**src/rtl/dma_chain_pkg.sv**
```systemverilog
package dma_chain_pkg;
  typedef enum logic [2:0] {
    S_IDLE, S_DESC, S_BURST, S_RD, S_WR, S_END, S_PAUSE
  } chan_state_e;

  localparam logic [1:0] DIR_HOLD = 2'd2;
  localparam int DESC_WORDS = 4;
  localparam int DESC_ALIGN_BITS = 4;
endpackage

```
**src/rtl/dma_burst_decode.sv**
```systemverilog
module dma_burst_decode #(
  parameter int BURST_W = 6
) (
  input  logic [2:0]         code_i,
  output logic [BURST_W-1:0] words_o
);
  always_comb begin
    unique case (code_i)
      3'd1:    words_o = BURST_W'(2);
      3'd3:    words_o = BURST_W'(4);
      3'd6:    words_o = BURST_W'(8);
      3'd7:    words_o = BURST_W'(16);
      3'd5:    words_o = BURST_W'(32);
      default: words_o = BURST_W'(1);
    endcase
  end
endmodule

```
**src/rtl/dma_addr_step.sv**
```systemverilog
module dma_addr_step
  import dma_chain_pkg::*;
#(
  parameter int ADDR_W = 32
) (
  input  logic [ADDR_W-1:0] addr_i,
  input  logic [1:0]        dir_i,
  output logic [ADDR_W-1:0] addr_o
);
  assign addr_o = (dir_i == DIR_HOLD) ? addr_i : addr_i + ADDR_W'(4);
endmodule

```
**src/rtl/dma_chain_chan.sv**
```systemverilog
module dma_chain_chan
  import dma_chain_pkg::*;
#(
  parameter int ADDR_W = 32,
  parameter int CNT_W  = 17
) (
  input  logic              clk_i,
  input  logic              rst_ni,
  input  logic [ADDR_W-1:0] next_ptr_i,
  input  logic              fetch_i,
  input  logic              enable_i,
  input  logic [1:0]        src_dir_i,
  input  logic [1:0]        dst_dir_i,
  input  logic [2:0]        burst_i,
  output logic              mem_req_o,
  output logic              mem_we_o,
  output logic [ADDR_W-1:0] mem_addr_o,
  output logic [31:0]       mem_wdata_o,
  input  logic              mem_ack_i,
  input  logic [31:0]       mem_rdata_i,
  output logic              done_o,
  output logic              active_o,
  output logic [ADDR_W-1:0] cur_desc_o
);
  localparam int WORDS_W = CNT_W - 2;
  localparam int BURST_W = 6;
  localparam int NSIDE   = 2;
  localparam int IDX_W   = $clog2(DESC_WORDS);

  chan_state_e       state_q;
  logic [IDX_W-1:0]  idx_q;
  logic [ADDR_W-1:0] ptr_q, link_q;
  logic [ADDR_W-1:0] addr_q   [NSIDE];
  logic [ADDR_W-1:0] addr_nxt [NSIDE];
  logic [1:0]        dir      [NSIDE];
  logic [WORDS_W-1:0] words_q;
  logic [BURST_W-1:0] burst_q, burst_len, burst_take;
  logic [31:0]       data_q;
  logic [ADDR_W-1:0] start_ptr;
  logic              unused_bits;

  assign unused_bits = ^next_ptr_i[DESC_ALIGN_BITS-1:0];
  assign start_ptr   = {next_ptr_i[ADDR_W-1:DESC_ALIGN_BITS], {DESC_ALIGN_BITS{1'b0}}};
  assign dir[0] = src_dir_i;
  assign dir[1] = dst_dir_i;

  dma_burst_decode #(.BURST_W(BURST_W)) u_burst (.code_i(burst_i), .words_o(burst_len));

  for (genvar g = 0; g < NSIDE; g++) begin : g_side
    dma_addr_step #(.ADDR_W(ADDR_W)) u_step (
      .addr_i(addr_q[g]), .dir_i(dir[g]), .addr_o(addr_nxt[g])
    );
  end

  // burst never runs past the descriptor end
  assign burst_take = (WORDS_W'(burst_len) > words_q) ? words_q[BURST_W-1:0] : burst_len;

  always_ff @(posedge clk_i or negedge rst_ni) begin
    if (!rst_ni) begin
      state_q <= S_IDLE;
      idx_q   <= '0;
      ptr_q   <= '0;
      link_q  <= '0;
      words_q <= '0;
      burst_q <= '0;
      data_q  <= '0;
      for (int i = 0; i < NSIDE; i++) addr_q[i] <= '0;
    end else begin
      unique case (state_q)
        S_IDLE: if (fetch_i && start_ptr != '0) begin
          ptr_q   <= start_ptr;
          idx_q   <= '0;
          state_q <= S_DESC;
        end
        S_DESC: if (mem_ack_i) begin
          unique case (idx_q)
            2'd0: words_q   <= mem_rdata_i[CNT_W-1:2];
            2'd1: addr_q[0] <= mem_rdata_i[ADDR_W-1:0];
            2'd2: addr_q[1] <= mem_rdata_i[ADDR_W-1:0];
            default: link_q <= {mem_rdata_i[ADDR_W-1:DESC_ALIGN_BITS], {DESC_ALIGN_BITS{1'b0}}};
          endcase
          idx_q <= idx_q + 1'b1;
          if (idx_q == IDX_W'(DESC_WORDS - 1)) state_q <= S_BURST;
        end
        S_BURST: begin
          if (words_q == '0)   state_q <= S_END;
          else if (!enable_i)  state_q <= S_PAUSE;
          else begin
            burst_q <= burst_take;
            state_q <= S_RD;
          end
        end
        S_RD: if (mem_ack_i) begin
          data_q  <= mem_rdata_i;
          state_q <= S_WR;
        end
        S_WR: if (mem_ack_i) begin
          for (int i = 0; i < NSIDE; i++) addr_q[i] <= addr_nxt[i];
          words_q <= words_q - 1'b1;
          burst_q <= burst_q - 1'b1;
          state_q <= (burst_q == BURST_W'(1)) ? S_BURST : S_RD;
        end
        S_END: begin
          if (link_q == '0) state_q <= S_IDLE;
          else begin
            ptr_q   <= link_q;
            idx_q   <= '0;
            state_q <= S_DESC;
          end
        end
        S_PAUSE: if (enable_i) state_q <= S_BURST;
        default: state_q <= S_IDLE;
      endcase
    end
  end

  always_comb begin
    mem_req_o  = 1'b0;
    mem_we_o   = 1'b0;
    mem_addr_o = '0;
    unique case (state_q)
      S_DESC: begin
        mem_req_o  = 1'b1;
        mem_addr_o = ptr_q + ADDR_W'({idx_q, 2'b00});
      end
      S_RD: begin
        mem_req_o  = 1'b1;
        mem_addr_o = addr_q[0];
      end
      S_WR: begin
        mem_req_o  = 1'b1;
        mem_we_o   = 1'b1;
        mem_addr_o = addr_q[1];
      end
      default: ;
    endcase
  end

  assign mem_wdata_o = data_q;
  assign done_o      = (state_q == S_END);
  assign active_o    = (state_q != S_IDLE) && (state_q != S_PAUSE);
  assign cur_desc_o  = ptr_q;

  p_req_hold_r10: assert property (@(posedge clk_i) disable iff (!rst_ni)
    mem_req_o && !mem_ack_i |=> mem_req_o && $stable(mem_addr_o) && $stable(mem_we_o));

  p_done_pulse_r6: assert property (@(posedge clk_i) disable iff (!rst_ni)
    done_o |=> !done_o);

  p_chain_end_r7: assert property (@(posedge clk_i) disable iff (!rst_ni)
    done_o && link_q == '0 |=> !active_o);

  p_quiet_when_parked_r9: assert property (@(posedge clk_i) disable iff (!rst_ni)
    !active_o |-> !mem_req_o);

  p_burst_bound_r5: assert property (@(posedge clk_i) disable iff (!rst_ni)
    (state_q == S_RD || state_q == S_WR) |->
      burst_q != '0 && WORDS_W'(burst_q) <= words_q);

  p_desc_align_r2: assert property (@(posedge clk_i) disable iff (!rst_ni)
    active_o |-> cur_desc_o[DESC_ALIGN_BITS-1:0] == '0);
endmodule

```
**config.mk**
```make
export PLATFORM = sky130hd
export DESIGN_NAME = dma_chain_chan
export DESIGN_NICKNAME = d
export VERILOG_FILES = /design/src/rtl/dma_chain_pkg.sv /design/src/rtl/dma_burst_decode.sv /design/src/rtl/dma_addr_step.sv /design/src/rtl/dma_chain_chan.sv
export SDC_FILE = /design/constraint.sdc
export NUM_CORES = 1
export LEC_CHECK = 0
export BUFFER_PORTS_ARGS = -buffer_cell sky130_fd_sc_hd__buf_2
export CORE_ASPECT_RATIO = 1.2
export CORE_UTILIZATION = 30
export CTS_CLUSTER_DIAMETER = 30
export CTS_CLUSTER_SIZE = 16
export DETAILED_ROUTE_END_ITERATION = 8
export SLEW_MARGIN = 20
export SYNTH_ARGS = -nofsm -noshare
export SYNTH_HDL_FRONTEND = slang
export SYNTH_HIERARCHICAL = 1
export SYNTH_SLANG_ARGS = --single-unit
```
**constraint.sdc**
```tcl
create_clock -name clk_i -period 5.1 [get_ports clk_i]
set_input_delay 0.255 -clock clk_i [delete_from_list [all_inputs] [get_ports clk_i]]
set_output_delay 0.255 -clock clk_i [all_outputs]
set_load 0.05 [all_outputs]
```
==> results_dict.tcl, run 1 <==
set metrics [dict create \
    status "complete, no violations" \
    dpl.cell_count 1726 \
    period_share_pct 70.53 \
    p_leak_nw 5.485 \
    comb_power_share_pct 54.3 \
    dieArea_mm2 0.03654 \
    p_clk_share_pct 14.3 \
    rsz0062_at_grt "no" \
    drt_pass1_iterations 5 \
    vias_per_cell 5.137 \
    final_common_cell "dfrtp_1" \
    skew_ns 0.01712 \
    switching_power_mw 4.909 \
    synthFlopType "dfrtp_1" \
    start_kind "register" \
    endpoint_kind "output port" \
    crit_type "register to output port" \
    cts_inserted_buffers 17 \
    start_util_pct 30.58 \
    drtAntennaViolNets 0 \
    p_int_mw 4.533 \
    place_congestion 0.8808 \
    grt_start_max_net_pins 101 \
    drv_cap 0 \
    cp.arrival_ns 3.34 \
    cts.clk_slew.worst_paths_ns 0.07 \
    cp-startpoint "state_q[2]" \
    die_w_um 174.7 \
    insertedDiodeCount 0 \
    fmax_mhz 278.0 \
    crit_path_max_fanout 30 \
    yosysSeqAreaShare_pct 41.51 \
    switching_share_pct 52.00 \
    endpoint "done_o" \
    ys_warn_count 6 \
    post_cts_buffers 0 \
    synth_edf_count 0 \
    hold_violations 0 \
    tightestPinTransition_ns 1.024 \
    fillers 3641 \
    mostFrequentLayoutCells "177 x dfrtp_1, 166 x buf_2, 153 x a21oi_1" \
    power_density_mw_per_mm2 760.1 \
    grt_pass1_vias 8610 \
    wl_per_cell_um 19.17 \
    ys_ff_latch 178 \
    r2r_setup_slack_ns 2.04 \
    ys_types 72 \
    reg2reg_from "state_q[2]" \
    drt_iter0_drc 694 \
    io_buffers 167 \
    syn_area_mm2 0.01073 \
    power_frac_seq_pct 31.4 \
    finalWirelength_mm 33.70 \
    tns_ns 0 \
    core_area_mm2 0.03510 \
    peakVddDrop_mv 0.6046 \
    synthCells 1162 \
    ioPinCount 176 \
    stdcell_count 1758 \
    cts_max_level 4 \
    drive_gt1_share_pct 25.00 \
    post-route-min-period_ns 3.597 \
    route.vias.total 9030 \
    cts_tree "built" \
    finalSetupViolCount 0 \
    cts-resized-gates 0 \
    min_path_type "input port to register" \
    synthArstFlopShare_pct 100.0 \
    insertion_delay_ns 0.44 \
    track_usage_pct 18.59 \
    slew_headroom_pct 31.54 \
    drcViolationCount 0 \
    cts-root-buf "clkbuf_16" \
    area_growth_pct 15.75 \
    dp_hpwl_mm 24.83 \
    slew_viol_final 0 \
    postCtsHoldBufs 1 \
    crit_path_max_incr_delay_ns 1.00 \
    r2r.worst_path.cells 6 \
    cts_sinks 178 \
    fp.dieH_um 209.2 \
    required_ns 4.85 \
    antenna_found_initial 0 \
    cpMaxStageDelayCell "inv_1" \
    holdWs_ns 0.07880 \
    cts_buffer_depth 2 \
    worst_r2r_endpoint "cur_desc_o[7]" \
    path_cells "nor2b_1, nand2_1, inv_1, buf_2" \
    final_nets 1377 \
    grt_pass1_wl_mm 51.53 \
    avgSynthCellArea_um2 9.235 \
    rows 75 \
    grt_overflow_total 0 \
]
==> metrics by stage <==
stage | instance area [um2] | worst slack, ns | total power [mW] | util, %
after floorplan | 10740 | 2.570 | 6.783 | -
after global placement | 11830 | 2.026 | 8.042 | 33.70
after detailed placement | 11830 | 1.984 | 8.134 | 33.70
after CTS | 12420 | 1.511 | 9.520 | 35.39
after global routing | 12420 | 1.161 | 10.03 | 35.39
final | 12420 | 1.503 | 9.442 | 35.39
==> layout make-up <==
class | instances | area, um2 | share of cell area, %
multi-input combinational | 889 | 5782 | 46.55
sequential | 178 | 4456 | 35.87
timing repair buffer | 179 | 947.2 | 7.625
tap | 462 | 578.1 | 4.654
clock buffer | 21 | 460.4 | 3.707
clock inverter | 10 | 125.1 | 1.007
inverter | 19 | 73.82 | 0.5943
==> cell families after synthesis <==
group | Yosys count | synth area share (%)
other cells | 1 | 0.03494
xor+xnor | 58 | 4.734
fa+ha+maj | 17 | 1.982
flops | 178 | 41.51
mux | 123 | 13.20
compound gates | 243 | 12.32
simple gates | 444 | 21.27
buf+inv | 98 | 4.955
==> power by group through the flow <==
stage          Sequential, mW  Combinational (mW)  Clock, mW
2_1_floorplan            3.54                3.24          0
3_3_place_gp             2.94                5.11          0
6_report                 2.96                5.13       1.35
5_1_grt                  3.07                5.53       1.43
3_5_place_dp             2.97                5.16          0
4_1_cts                  2.95                5.18       1.39
==> metal layers <==
| layer | part of all wire (%) | track usage [%] |
|---|---|---|
| met1 | 42 | 23.25 |
| met2 | 51 | 31.98 |
| met3 | 5.1 | 3.457 |
| met4 | 2.6 | 6.147 |
| met5 | 0 | 0 |
==> worst min path at each step <==
stage,start,endpoint,cells after the start
finish,mem_rdata_i[3],mem_wdata_o[3],2
global route,mem_rdata_i[0],mem_wdata_o[0],2
detailed placement,rst_ni,words_q[6],1
global placement,rst_ni,words_q[3],1
CTS,mem_rdata_i[3],mem_wdata_o[3],2
floorplan,rst_ni,addr_q[0],0
==> synthesized netlist by cell type (20+ instances only) <==
cell type / n / area [um2]
nand4_1: 28 / 175.2
a21oi_1: 153 / 765.7
mux2_2: 58 / 653.1
xnor2_1: 39 / 341.6
nor2_1: 100 / 375.4
nand3_1: 21 / 105.1
nor4_1: 20 / 125.1
clkbuf_1: 23 / 86.33
nor2b_1: 40 / 250.2
nand2_1: 152 / 570.6
dfrtp_1: 178 / 4454
mux2i_1: 35 / 350.3
buf_2: 34 / 170.2
mux2_4: 20 / 300.3
o21ai_0: 50 / 250.2
==> registers in the layout, indices dropped and copies added, names as in the netlist <==
signal       count
words_q         15
addr_q          64
state_q          3
link_q          28
cur_desc_o      28
mem_wdata_o     32
idx_q            2
burst_q          6
==> critical path, delay by kind of cell, from the launching register on <==
kind	cells	cell delay (ns)
and+or+nand+nor	2	0.95
DFF	1	0.54
buffers and inverters	2	1.41
Power figures use the tool's default switching activity.
==> inputs of run 2 (changes only) <==
- clock period: 5.1 -> 3.5 ns (I/O delays scaled with it)
==> results_dict.tcl, run 2 (synthesized netlist as in run 1, its figures left out) <==
set metrics [dict create \
    status "complete, no violations" \
    crit_path_max_fanout 30 \
    final_common_cell "dfrtp_1" \
    worst_r2r_endpoint "cur_desc_o[9]" \
    dpl.cell_count 1738 \
    hold_violations 0 \
    final_nets 1396 \
    power.total_mw 13.98 \
    insertion_delay_ns 0.45 \
    vias_per_cell 5.152 \
    largest_reg_flops 64 \
    cts.clk_slew.worst_paths_ns 0.08 \
    place_ws_ns 0.8946 \
    p_leak_nw 5.611 \
    area_growth_pct 17.77 \
    cp.arrival_ns 2.81 \
    comb_power_share_pct 54.0 \
    cts-resized-gates 0 \
    min_to "mem_wdata_o[2]" \
    p_clk_share_pct 14.9 \
    switching_share_pct 51.95 \
    cts-root-buf "clkbuf_16" \
    drt_pass1_iterations 5 \
    drcViolationCount 0 \
    reg2reg_from "state_q[1]" \
    tightestPinTransition_ns 0.9959 \
    rsz0062_at_grt "no" \
    slew_viol_final 0 \
    cts_buffer_depth 2 \
    top_register "addr_q" \
    grt_pass1_vias 8835 \
    mostFrequentLayoutCells "177 x dfrtp_1, 166 x buf_2, 153 x a21oi_1" \
    rows 75 \
    min_path_type "input port to register" \
    crit_type "register to output port" \
    final_area_mm2 0.01264 \
    cpMaxStageDelayCell "inv_1" \
    holdWs_ns 0.01253 \
    skew_ns 0.02383 \
    dieArea_mm2 0.03654 \
    cts_max_level 4 \
    wl_per_cell_um 19.09 \
    p_int_mw 6.718 \
    dp_hpwl_mm 25.26 \
    die_w_um 174.7 \
    r2r_setup_slack_ns 0.85 \
    track_usage_pct 18.76 \
    fillers 3619 \
    drv_cap 0 \
    switching_power_mw 7.263 \
    path_cells "nor2b_1, nand2_1, buf_4, inv_1, buf_2" \
    drtAntennaViolNets 0 \
    finish.utilization_pct 36.01 \
    finalWirelength_mm 33.96 \
    start_kind "register" \
    fin_ws_ns 0.5136 \
    endpoint_kind "output port" \
    cts_sinks 178 \
    stdcell_count 1779 \
    power_density_mw_per_mm2 1106 \
    period_share_pct 85.32 \
    post_cts_buffers 0 \
    hp-start "mem_rdata_i[2]" \
    grt_pass1_wl_mm 52.54 \
    post-route-min-period_ns 2.986 \
    drive_gt1_share_pct 25.68 \
    crit_path_max_incr_delay_ns 0.76 \
    route.vias.total 9165 \
    power_frac_seq_pct 31.2 \
    place_congestion 0.9001 \
    r2r.worst_path.cells 7 \
    io_buffers 167 \
    fmax_mhz 334.9 \
    antenna_found_initial 0 \
    place_area_mm2 0.01194 \
    peakVddDrop_mv 0.8084 \
    slew_headroom_pct 33.54 \
    start_util_pct 30.58 \
    min_path_cells 2 \
    grt_overflow_total 0 \
    core_area_mm2 0.03510 \
    ioPinCount 176 \
    cts_inserted_buffers 17 \
    required_ns 3.32 \
    fp.dieH_um 209.2 \
    tns_ns 0 \
    grt_start_max_net_pins 77 \
    cts_tree "built" \
    drt_iter0_drc 648 \
    finalSetupViolCount 0 \
]
run 2: cell types whose count changed in the layout (fill, tap and decap cells not counted), sizes merged:
cell         delta
diode           +1
buf            +12
clkinv          +4
clkbuf          -4
bufinv          +1
dlygate4sd3     +7
inv             +4
clkinvlp        -4
run 2: worst max path at each step:
| stage | from | to | depth (start not counted) |
|---|---|---|---|
| finish | state_q[1] | done_o | 5 |
| global route | state_q[1] | done_o | 5 |
| CTS | state_q[1] | done_o | 5 |
| detailed placement | state_q[1] | cur_desc_o[9] | 7 |
| global placement | state_q[1] | cur_desc_o[31] | 7 |
| floorplan | state_q[1] | mem_addr_o[11] | 5 |
run 2: power by group through the flow:
stage / logic [mW] / registers, mW / clock network [mW]
5_1_grt: 8.10 / 4.51 / 2.18
2_1_floorplan: 4.72 / 5.16 / 0
6_report: 7.55 / 4.36 / 2.08
3_5_place_dp: 7.57 / 4.37 / 0
3_3_place_gp: 7.47 / 4.33 / 0
4_1_cts: 7.61 / 4.34 / 2.11
run 2: cell type report:
| class | count | area [um2] | area share, % |
|---|---|---|---|
| multi-input combinational | 889 | 5777 | 45.71 |
| timing repair buffer | 198 | 1132 | 8.960 |
| antenna | 1 | 2.502 | 0.01980 |
| clock buffer | 17 | 425.4 | 3.366 |
| inverter | 19 | 73.82 | 0.5841 |
| clock inverter | 15 | 193.9 | 1.534 |
| sequential | 178 | 4456 | 35.25 |
| tap | 462 | 578.1 | 4.574 |
run 2: per-layer routing:
layer	vias up	GRT usage, %	routed length [um]
met2	300	32.29	16950
met4	0	7.646	1210
li1	4338	-	-
met5	-	0	0
met3	54	3.111	1703
met1	4473	23.16	14090
run 2: critical path, delay by kind of cell (launching register included):
| kind | cells | cell delay [ns] |
|---|---|---|
| DFF | 1 | 0.58 |
| and+or+nand+nor | 2 | 0.35 |
| buffers and inverters | 3 | 1.43 |
run 2: what timing repair did:
| action | 4_1_cts | 5_1_grt |
|---|---|---|
| endpoints found under the setup margin | 0 | 0 |
| hold buffers | 8 | 0 |
| endpoints found under the hold margin | 82 | 0 |
